<file path="src/rtl/dlcmd_rx.sv">
module dlcmd_rx #(
  parameter int BIT_TICKS    = 64,
  parameter int READOUT_BITS = 128,
  parameter int SYNC_HIGHS   = 4,
  parameter int START_LOWS   = 3,
  parameter int LONG_BITS    = 8,
  parameter int SHORT_BITS   = 2
) (
  input  logic        clk,
  input  logic        rst_n,
  input  logic        rf_tick,
  input  logic        field_hi,
  input  logic        ack_end,
  input  logic        wr_abort,
  output logic        rx_own,
  output logic        rx_load,
  output logic        cmd_valid,
  output logic [2:0]  cmd_kind,
  output logic [7:0]  cmd_head,
  output logic [23:0] cmd_payload
);
  localparam int SUB     = BIT_TICKS / 8;
  localparam int HALF    = BIT_TICKS / 2;
  localparam int LONG_T  = LONG_BITS * BIT_TICKS;
  localparam int SHORT_T = SHORT_BITS * BIT_TICKS;
  localparam int TW      = $clog2(LONG_T + 1);
  localparam int BW      = $clog2(READOUT_BITS + 8);
  localparam int SW      = $clog2(SUB + 1);
  localparam int HW      = $clog2(SYNC_HIGHS + 1);
  localparam int LW      = $clog2(START_LOWS + 1);

  localparam logic [2:0] K_RST = 3'd1, K_ROM = 3'd2, K_WRW = 3'd3, K_WRC = 3'd4, K_RCF = 3'd5;

  typedef enum logic [2:0] {S_BLANK, S_READ, S_SEARCH, S_RX, S_GAP, S_WAIT} st_t;

  st_t          st;
  logic [TW-1:0] tcnt;
  logic [BW-1:0] bcnt;
  logic [SW-1:0] scnt;
  logic [HW-1:0] hcnt;
  logic [LW-1:0] lcnt;
  logic          ph, long_to;
  logic [1:0]    byte_idx;
  logic [7:0]    sh, head;
  logic [23:0]   pay;

  logic       bit_end, sub_end, to_hit, is_write;
  logic [7:0] byte_v;

  assign bit_end  = tcnt == TW'(BIT_TICKS - 1);
  assign sub_end  = scnt == SW'(SUB - 1);
  assign to_hit   = tcnt == (long_to ? TW'(LONG_T - 1) : TW'(SHORT_T - 1));
  assign byte_v   = {sh[6:0], field_hi};
  assign is_write = (byte_v == 8'hD3) || (byte_v[7:4] == 4'hC);

  assign rx_own  = (st == S_SEARCH) || (st == S_RX) || (st == S_GAP);
  assign rx_load = (st == S_SEARCH) || ((st == S_RX) && (tcnt >= TW'(HALF)));

  always_ff @(posedge clk or negedge rst_n) begin
    if (!rst_n) begin
      st          <= S_BLANK;
      tcnt        <= '0;
      bcnt        <= '0;
      scnt        <= '0;
      hcnt        <= '0;
      lcnt        <= '0;
      ph          <= 1'b0;
      long_to     <= 1'b0;
      byte_idx    <= '0;
      sh          <= '0;
      head        <= '0;
      pay         <= '0;
      cmd_valid   <= 1'b0;
      cmd_kind    <= '0;
      cmd_head    <= '0;
      cmd_payload <= '0;
    end else begin
      cmd_valid <= 1'b0;
      if (st == S_WAIT) begin
        if (ack_end) begin
          st      <= S_SEARCH;
          long_to <= 1'b0;
          tcnt    <= '0;
          scnt    <= '0;
          lcnt    <= '0;
        end else if (wr_abort) begin
          st   <= S_READ;
          tcnt <= '0;
          ph   <= 1'b0;
          hcnt <= '0;
        end
      end else if (rf_tick) begin
        tcnt <= tcnt + 1'b1;
        case (st)
          S_BLANK: if (bit_end) begin
            tcnt <= '0;
            bcnt <= bcnt + 1'b1;
            if (bcnt == BW'(READOUT_BITS - 1)) begin
              st   <= S_READ;
              bcnt <= '0;
              ph   <= 1'b0;
              hcnt <= '0;
            end
          end
          S_READ: if (bit_end) begin
            tcnt <= '0;
            if (!ph) begin
              if (field_hi) begin
                if (hcnt != HW'(SYNC_HIGHS)) hcnt <= hcnt + 1'b1;
              end else if (hcnt == HW'(SYNC_HIGHS)) ph <= 1'b1;
              else hcnt <= '0;
            end else if (field_hi) begin
              st       <= S_SEARCH;
              long_to  <= 1'b1;
              scnt     <= '0;
              lcnt     <= '0;
              byte_idx <= '0;
            end
          end
          S_SEARCH: begin
            scnt <= sub_end ? '0 : scnt + 1'b1;
            if (sub_end && !field_hi && lcnt == LW'(START_LOWS - 1)) begin
              st   <= S_RX;
              tcnt <= '0;
              bcnt <= '0;
            end else begin
              if (sub_end) lcnt <= field_hi ? '0 : lcnt + 1'b1;
              if (to_hit) begin
                st   <= long_to ? S_BLANK : S_READ;
                tcnt <= '0;
                bcnt <= '0;
                ph   <= 1'b0;
                hcnt <= '0;
              end
            end
          end
          S_RX: if (bit_end) begin
            tcnt <= '0;
            sh   <= byte_v;
            bcnt <= bcnt + 1'b1;
            if (bcnt == BW'(7)) begin
              bcnt <= '0;
              ph   <= 1'b0;
              hcnt <= '0;
              if (byte_idx == 2'd0) begin
                head <= byte_v;
                pay  <= '0;
                if (byte_v == 8'hA0 || byte_v == 8'hA5 || byte_v == 8'hF0) begin
                  cmd_valid   <= 1'b1;
                  cmd_head    <= byte_v;
                  cmd_payload <= '0;
                  cmd_kind    <= (byte_v == 8'hA0) ? K_RST : (byte_v == 8'hA5) ? K_ROM : K_RCF;
                  st          <= (byte_v == 8'hA0) ? S_BLANK : S_READ;
                end else if (is_write) begin
                  byte_idx <= 2'd1;
                  st       <= S_GAP;
                end else begin
                  st <= S_READ;
                end
              end else begin
                pay <= {pay[15:0], byte_v};
                if (byte_idx == 2'd3) begin
                  cmd_valid   <= 1'b1;
                  cmd_head    <= head;
                  cmd_payload <= {pay[15:0], byte_v};
                  cmd_kind    <= (head == 8'hD3) ? K_WRC : K_WRW;
                  byte_idx    <= 2'd0;
                  st          <= S_WAIT;
                end else begin
                  byte_idx <= byte_idx + 1'b1;
                  st       <= S_GAP;
                end
              end
            end
          end
          S_GAP: if (tcnt == TW'(HALF - 1)) begin
            st      <= S_SEARCH;
            tcnt    <= '0;
            scnt    <= '0;
            lcnt    <= '0;
            long_to <= 1'b0;
          end
          default: st <= S_READ;
        endcase
      end
    end
  end
endmodule

</file>
<file path="config.mk">
export PLATFORM = sky130hd
export DESIGN_NAME = dlcmd_rx
export DESIGN_NICKNAME = d
export VERILOG_FILES = /design/src/rtl/dlcmd_rx.sv
export SDC_FILE = /design/constraint.sdc
export NUM_CORES = 1
export LEC_CHECK = 0
export BUFFER_PORTS_ARGS = -buffer_cell sky130_fd_sc_hd__buf_2
export CORE_ASPECT_RATIO = 1.4
export CORE_MARGIN = 3
export CORE_UTILIZATION = 45
export CTS_CLUSTER_DIAMETER = 120
export CTS_CLUSTER_SIZE = 12
export DETAILED_ROUTE_END_ITERATION = 7
export HOLD_SLACK_MARGIN = 0.15
export PLACE_DENSITY = 0.65
export SYNTH_ARGS = -nofsm -noshare
export SYNTH_HDL_FRONTEND = slang
export SYNTH_SLANG_ARGS = --single-unit
</file>
<file path="constraint.sdc">
create_clock -name clk -period 2.58 [get_ports clk]
set_input_delay 0 -clock clk [delete_from_list [all_inputs] [get_ports clk]]
set_output_delay 0 -clock clk [all_outputs]
set_load 0.005 [all_outputs]
</file>
# --- Word level (Yosys, flattened, before mapping) ---
# Cells that the tools add are included.
word_totals:
  regBits: 101
  input_bits: 6
  out_inout_bits: 38
  word_cells: 232
op_classes:
  addsub: 6
  n_lt_le_gt_ge: 1
  n_eq_ne: 50
  n_mux: 125
  bitwise_logic: 1
  reduce_logical: 33
ops:
  columns: ["operator", "n"]
  rows:
  - ["2-to-1 mux 3 bit", 38]
  - ["2-to-1 mux 10 bit", 8]
  - ["2-to-1 mux 24 bit", 3]
  - ["2-to-1 mux 8 bit", 9]
  - ["equality test 8 bit (second input constant)", 5]
  - ["!= test 3 bit (second input constant)", 11]
  - ["2-to-1 mux 1 bit", 32]
  - ["2-to-1 mux 2 bit", 16]
  - ["2-to-1 mux 4 bit", 8]
  - ["one-hot mux 10 bit (3 select lines)", 1]
  - ["one-hot mux 8 bit (3 select lines)", 1]
  - ["AND reduction 11 bit", 2]
  - ["AND reduction 7 bit", 3]
  - ["2-to-1 mux 16 bit", 1]
  - ["!= test 2 bit (second input constant)", 8]
  - ["one-hot mux 3 bit (5 select lines)", 1]
  - ["AND reduction 14 bit", 1]
  - ["!= test 3 x 2 -> 1 bit (second input constant)", 4]
  - ["one-hot mux 3 bit (4 select lines)", 1]
  - ["one-hot mux 4 bit (3 select lines)", 1]
  - ["AND reduction 6 bit", 2]
  - ["adder 10 x 1 -> 10 bit (second input constant)", 1]
  - ["equality test 10 x 5 -> 1 bit (second input constant)", 1]
  - ["equality test 10 x 6 -> 1 bit (second input constant)", 1]
  - ["39 further kinds", 57]

# --- Logic depth before layout (Yosys ltp) ---
# Gate-level depths: netlist of the first run.
depth:
  depth_word: 10
  mapped_depth: 9
  ltp_nobuf: 7

# --- Least setup slack after synthesis of the first run ---
# No wires, ideal clock.
synth_path:
  path_kind: "reg-to-reg"
  from: "reg tcnt[7]"
  to: "reg cmd_head[4]"
  setup_ns: 0.125
  t_arrival_ns: 2.491
  required_ns: 2.455
  path_slack_ns: -0.037
  path_stages_with_launch: 8
  path_cell_list: "dfrtp_1 -> nor4_4 -> nand4_4 -> nor4_4 -> or3b_1 -> buf_2 -> buf_6 -> mux2_4"
synth_between:
  elab_chain_cells: 2
synth_rtl:
  columns: ["element", "line", "text"]
  rows:
  - ["start, declared", "37", "logic [TW-1:0] tcnt;"]
  - ["start signal, assigned", "93", "tcnt <= tcnt + 1'b1;"]
  - ["equality test 10 x 6 -> 1 bit", "50", "assign bit_end = tcnt == TW'(BIT_TICKS - 1);"]
  - ["AND reduction 7 bit (no source line)", null, null]
  - ["end signal, assigned", "150", "cmd_head <= byte_v;"]
  - ["end, declared", "19", "output logic [7:0] cmd_head,"]
# Every way passes these cells.
# A chain may end at the register's enable or synchronous reset.

# --- Worst setup path after layout of the first run ---
layout_path:
  from: "reg tcnt[7]"
  to: "reg hcnt[0]"
layout_between:
  elab_chain_cells: 3
  word_cells_on_any_way: 7
  classes_between: "6 x eq/ne; 1 x reduce/logical"
layout_rtl:
  columns: ["element", "line", "text"]
  rows:
  - ["equality test 10 x 9 -> 1 bit / equality test 10 x 6 -> 1 bit (equally long branches)", "52, 50", null]
  - ["!= test 3 x 2 -> 1 bit (no source line) / != test 3 bit (equally long branches)", null, null]
  - ["AND reduction 14 bit (no source line) *", null, null]
  - ["end signal, assigned", "109", "if (hcnt != HW'(SYNC_HIGHS)) hcnt <= hcnt + 1'b1;"]
  - ["end, declared", "40", "logic [HW-1:0] hcnt;"]
# Every way passes the cells marked *; elsewhere a longest branch is shown, timed or not.

==> results of run 1 <==
## cells in the final DEF (no fill, tap or decap), types with 9 or more instances in the layout
cell type	instances
a21oi_1	9
a22o_1	9
a31oi_1	10
o21ai_0	23
dfrtp_1	101
nor2b_1	35
mux2_4	29
clkbuf_16	9
nand2_1	29
nand3_1	12
inv_1	15
ha_1	10
buf_4	27
mux2_2	47
buf_2	42
nor2_1	21
## registers in the layout, indices dropped and copies added, names as in the netlist
name,count
sh,7
byte_idx,2
hcnt,3
cmd_valid,1
long_to,1
pay,16
head,8
cmd_kind,3
cmd_payload,24
ph,1
cmd_head,8
scnt,4
bcnt,8
lcnt,2
st,3
tcnt,10
## power breakdown
| part | leakage (µW) | switching, µW | total (µW) | internal, µW |
|---|---|---|---|---|
| sequential | 0.00137 | 161 | 1890 | 1730 |
| clock | 0.000134 | 632 | 1300 | 669 |
| combinational | 0.00164 | 859 | 1460 | 597 |
## cell type report
class,count,area share
tap,147,0.02906
timing repair buffer,74,0.07631
clock inverter,7,0.009095
multi-input combinational,349,0.4417
inverter,15,0.008897
sequential,101,0.3994
clock buffer,9,0.03559
## routing by layer
| metal | vias to the layer above | wire, µm |
|---|---|---|
| met3 | 14 | 507 |
| li1 | 1924 | - |
| met5 | - | 0 |
| met2 | 99 | 6185 |
| met1 | 2005 | 5142 |
| met4 | 0 | 195 |
## repair_timing
action	in CTS	in global routing
gates resized for setup	0	1
hold endpoints to repair	53	0
setup endpoints to repair	0	35
hold buffers	3	0
## stage by stage
| stage | hold WS, ns | instances |
|---|---|---|
| after global routing | 0.2102 | 702 |
| after detailed placement | 0.08090 | 683 |
| after floorplan | -0.2956 | 488 |
| after CTS | 0.1608 | 702 |
| final | 0.1762 | 702 |
| after global placement | 0.06608 | 683 |
## cell families after synthesis
group	count (synthesis)	share of synthesized area
buffers and inverters	38	0.03054
AO/OA/AOI/OAI	95	0.1231
flip-flops	101	0.4605
XOR/XNOR	1	0.001596
AND/OR/NAND/NOR	160	0.1730
multiplexers	83	0.1885
adder cells (fa/ha/maj)	10	0.02279
## worst max-delay path, delay by kind of cell, from the launching register on
kind / cells / cell delay, ns
flops: 1 / 0.45
simple gates: 3 / 0.82
mux: 1 / 0.20
buf+inv: 3 / 0.58
compound gates: 1 / 0.37
## worst max path at each step
| stage | end | cells past startpoint | startpoint |
|---|---|---|---|
| after CTS | st[1] | 5 | tcnt[7] |
| after global placement | st[1] | 5 | tcnt[7] |
| after global routing | hcnt[0] | 8 | tcnt[7] |
| after floorplan | cmd_head[4] | 7 | tcnt[7] |
| final | hcnt[0] | 8 | tcnt[7] |
| after detailed placement | cmd_payload[12] | 5 | bcnt[6] |
==> flow_summary_export.csv, run 1 <==
group,metric,value,unit
status,status,"finished, final reports clean",
critical_path,cpMostUsedCell,"buf_4",
sta,finalSetupViolCount,0,
final_layout,final_area,0.006329,mm²
final_layout,regArea,0.002527,mm²
clock_tree,clock-sinks,101,
worst_hold_path,hold_end,"tcnt[6]",
power,vdd_ir_drop_max,0.0004152,V
placed_design,portBuffers,43,
clock_tree,path_clk_slew,0.07,ns
floorplanning,fp.dieH,136.7,µm
final_layout,multi_input_area,0.002795,mm²
critical_path,crit_slowest_cell,"dfrtp_1",
clock_tree,cts_max_path_buffers,2,
sta,rsz0062_at_grt,"false",
global_routing,antenna_found_initial,0,
floorplanning,io-pin-count,44,
final_layout,fillCellCount,1055,
sta,worst_pin_slew,0.6646,ns
critical_path,crit_required,2.84,ns
final_layout,antenna_cells,0,
global_routing,use_met2,0.3105,
sta,fin_crit,2.495,ns
global_routing,track_usage,0.1821,
synth,ys_top_cells_by_area,"dfrtp_1 (46%), mux2_2 (9.6%), mux2_4 (7.9%), nor2b_1 (4.0%), ha_1 (2.3%)",
synth,yosys-top-cells-count,"dfrtp_1 (101), mux2_2 (47), nor2b_1 (35)",
synth,syn_nets,504,
detailed_routing,drtIter0Drc,143,
synth,synth_cells,488,
run,maxCapViolCount,0,
floorplanning,core_area,0.01188,mm²
synth,avgSynthCellArea,11.25,µm²
sta,slew_headroom,0.5570,
synth,syn_area,0.005489,mm²
sta,post-route-period-util,0.9671,
worst_hold_path,min_from,"wr_abort",
placed_design,place_congestion,0.8962,
critical_path,r2r-end,"hcnt[0]",
global_routing,grt_use_met3,0.03570,
detailed_routing,first_pass_iters,4,
floorplanning,rows,47,
clock_tree,cts_made_buffers,9,
synth,synth_edf_count,0,
critical_path,crit_type,"flop to flop",
floorplanning,die_area,0.01358,mm²
clock_tree,cts_max_level,3,
synth,synthFlopType,"dfrtp_1",
final_layout,drive_gt1_frac,0.3099,
critical_path,critPathArrivalTime,2.76,ns
detailed_routing,vias,4042,
synth,ys_warn_count,0,
power,leakage,0.003144,µW
synth,synth_seq_cells,101,
floorplanning,start_util,0.4621,
clock_tree,cts-root-buf,"clkbuf_16",
critical_path,r2r_start,"tcnt[7]",
sta,setup-tns-final,0,ns
placed_design,place_ws,0.1004,ns
worst_hold_path,holdPathStages,4,
synth,synth_top_area_share,0.4605,
power,p_total,4649,µW
sta,skew,0.009001,ns
global_routing,grtUsageMet1,0.2329,
global_routing,grt_pass1_vias,3989,
global_routing,grt_pass1_wl,19870,µm
synth,synthArstFlopShare,1.000,
final_layout,area_growth,15.30,%
detailed_routing,ant_nets,0,
global_routing,grt.busiest_layer,"met2",
final_layout,layout.nets,566,
global_routing,grt_max_degree,54,
critical_path,reg2reg_depth,8,
clock_tree,clk-insertion-delay-late,0.34,ns
placed_design,place_area,0.006015,mm²
critical_path,reg2reg_slack,0.08,ns
detailed_routing,avgViaCountPerCell,5.758,
sta,fmax,0.4008,GHz
final_layout,final_util,0.5328,
sta,final-hold-violation-count,0,
detailed_routing,routed_wirelength,12030,µm
critical_path,slowest_delay,0.45,ns
sta,drv_slew,0,
global_routing,overflow,0,
placed_design,hpwl,8496,µm
clock_tree,cts_tree,"done",
synth,synth_top_area_cell,"dfrtp_1",
critical_path,crit_chain,"nor4_4 > buf_4 > nand3_1 > buf_4 > a221o_1 > nor4_1 > buf_4 > mux2i_1",
worst_hold_path,hold_class,"input port to flop",
critical_path,cp-end-kind,"flop",
critical_path,start_kind,"flop",
power,p_per_area,734.6,mW/mm²
sta,worst_slack,0.08488,ns
floorplanning,die_width,99.34,µm
detailed_routing,wl_per_cell,17.14,µm
synth,ys_seq_area_frac,0.4605,
critical_path,cp_max_fo,6,
synth,ys_types,64,
clock_tree,post_cts_buffers,0,
detailed_routing,drcViolationCount,0,
synth,post-synth-top-count-cell,"dfrtp_1",
Note: power is estimated with default switching activity, not from simulation.
==> inputs of run 2 (changes only) <==
--- a/config.mk
+++ b/config.mk
@@ -14,6 +14,7 @@
 export DETAILED_ROUTE_END_ITERATION = 7
 export HOLD_SLACK_MARGIN = 0.15
 export PLACE_DENSITY = 0.65
+export RECOVER_POWER = 25
 export SYNTH_ARGS = -nofsm -noshare
 export SYNTH_HDL_FRONTEND = slang
 export SYNTH_SLANG_ARGS = --single-unit
==> flow_summary_export.csv, run 2 (same netlist as run 1, synthesis figures left out) <==
group,metric,value,unit
status,status,"finished, final reports clean",
sta,fmax,0.4007,GHz
critical_path,cp_max_fo,6,
global_routing,track_usage,0.1821,
clock_tree,clk-insertion-delay-late,0.34,ns
power,leakage,0.003122,µW
final_layout,antenna_cells,0,
worst_hold_path,hold_class,"input port to flop",
floorplanning,start_util,0.4621,
clock_tree,cts_max_level,3,
floorplanning,core_area,0.01188,mm²
global_routing,grt_pass1_wl,19870,µm
sta,worst_pin_slew,1.310,ns
sta,post-route-period-util,0.9672,
placed_design,hpwl,8496,µm
critical_path,r2r_start,"tcnt[7]",
sta,finalSetupViolCount,0,
critical_path,crit_slowest_cell,"dfrtp_1",
detailed_routing,drcViolationCount,0,
sta,drv_slew,0,
critical_path,cpMostUsedCell,"buf_4",
worst_hold_path,hold_end,"tcnt[6]",
detailed_routing,wl_per_cell,17.16,µm
critical_path,cp_num_buf_inv,3,
detailed_routing,first_pass_iters,4,
final_layout,layout_commonest_cell,"dfrtp_1",
final_layout,largest_reg_flops,24,
clock_tree,post_cts_buffers,0,
final_layout,layout_common_cells,"dfrtp_1 (101), mux2_2 (47), buf_2 (37)",
clock_tree,path_clk_slew,0.07,ns
placed_design,place_congestion,0.8962,
detailed_routing,drtIter0Drc,143,
sta,final-hold-violation-count,0,
final_layout,area_growth,15.14,%
critical_path,critPathArrivalTime,2.76,ns
clock_tree,cts-root-buf,"clkbuf_16",
floorplanning,fp.dieH,136.7,µm
detailed_routing,ant_nets,0,
sta,setup-tns-final,0,ns
final_layout,regArea,0.002527,mm²
sta,skew,0.009001,ns
clock_tree,cts_made_buffers,9,
critical_path,crit_chain,"nor4_4 > buf_4 > nand3_1 > buf_4 > a221o_1 > nor4_1 > buf_4 > mux2i_1",
critical_path,start_kind,"flop",
global_routing,grt_pass1_vias,3989,
clock_tree,clock-sinks,101,
global_routing,antenna_found_initial,0,
sta,hold_slack,0.1759,ns
final_layout,drive_gt1_frac,0.3009,
power,vdd_ir_drop_max,0.0004155,V
final_layout,reg_top3,"cmd_payload: 24 flops, pay: 16 flops, tcnt: 10 flops",
run,maxCapViolCount,0,
floorplanning,io-pin-count,44,
sta,slew_headroom,0.1267,
detailed_routing,avgViaCountPerCell,5.764,
global_routing,overflow,0,
global_routing,grt_max_degree,54,
critical_path,slowest_delay,0.45,ns
critical_path,crit_required,2.84,ns
clock_tree,cts_tree,"done",
placed_design,portBuffers,43,
final_layout,layout.nets,566,
final_layout,multi_input_area,0.002795,mm²
critical_path,r2r-end,"hcnt[0]",
floorplanning,die_width,99.34,µm
sta,fin_crit,2.495,ns
power,p_per_area,735.9,mW/mm²
final_layout,regMostFlops,"cmd_payload",
critical_path,crit_type,"flop to flop",
critical_path,cp-end-kind,"flop",
critical_path,cp.depth,8,
critical_path,reg2reg_depth,8,
final_layout,final_util,0.5320,
critical_path,reg2reg_slack,0.08,ns
detailed_routing,routed_wirelength,12040,µm
floorplanning,rows,47,
final_layout,fillCellCount,1059,
detailed_routing,vias,4046,
worst_hold_path,holdPathStages,4,
worst_hold_path,min_from,"wr_abort",
floorplanning,die_area,0.01358,mm²
sta,rsz0062_at_grt,"false",
clock_tree,cts_max_path_buffers,2,
critical_path,crit_family,"simple AND/OR/NAND/NOR gates",
[run 2: stage by stage]
stage	setup WS (ns)	instances	area (µm²)	total power, µW
after floorplan	-0.01788	488	5495	2841
after global placement	0.1297	683	6015	3301
after detailed placement	0.1004	683	6015	3349
after CTS	0.08504	702	6327	4673
after global routing	0.001618	702	6320	4943
final	0.08464	702	6320	4651
[run 2: layout make-up]
class	instances	area share
clock buffers	9	0.03564
clock inverters	7	0.009107
inverters	15	0.008909
multi-input cells	349	0.4423
flip-flops and latches	101	0.3999
well taps	147	0.02910
repair buffers	74	0.07503
[run 2: worst max-delay path by stage]
stage	start	endpoint	slack (ns)
after floorplan	tcnt[7]	cmd_head[4]	-0.02
final	tcnt[7]	hcnt[0]	0.08
after CTS	tcnt[7]	st[1]	0.09
after global routing	tcnt[7]	hcnt[0]	0.002
after global placement	tcnt[7]	st[1]	0.13
after detailed placement	bcnt[6]	cmd_payload[12]	0.10
[run 2: metal layers]
metal,GRT usage,part of all wire
met1,0.2329,0.43
met2,0.3105,0.51
met3,0.03570,0.041
met4,0.05695,0.017
met5,0,0
[run 2: report_power, final]
part	switching, µW	total, µW	internal [µW]
Clock	633	1300	669
Sequential	161	1890	1730
Combinational	860	1460	597
[run 2: repair_timing]
item / in CTS / in global routing
hold endpoints to repair: 53 / 0
resized for setup: 0 / 1
hold buffers: 3 / 0
endpoints found under the setup margin: 0 / 35
[run 2: worst reg2reg max path: stages (launching register included)]
cell     delay [ns]
dfrtp_1        0.45
nor4_4         0.40
buf_4          0.21
nand3_1        0.11
buf_4          0.17
a221o_1        0.37
nor4_1         0.31
buf_4          0.19
mux2i_1        0.20
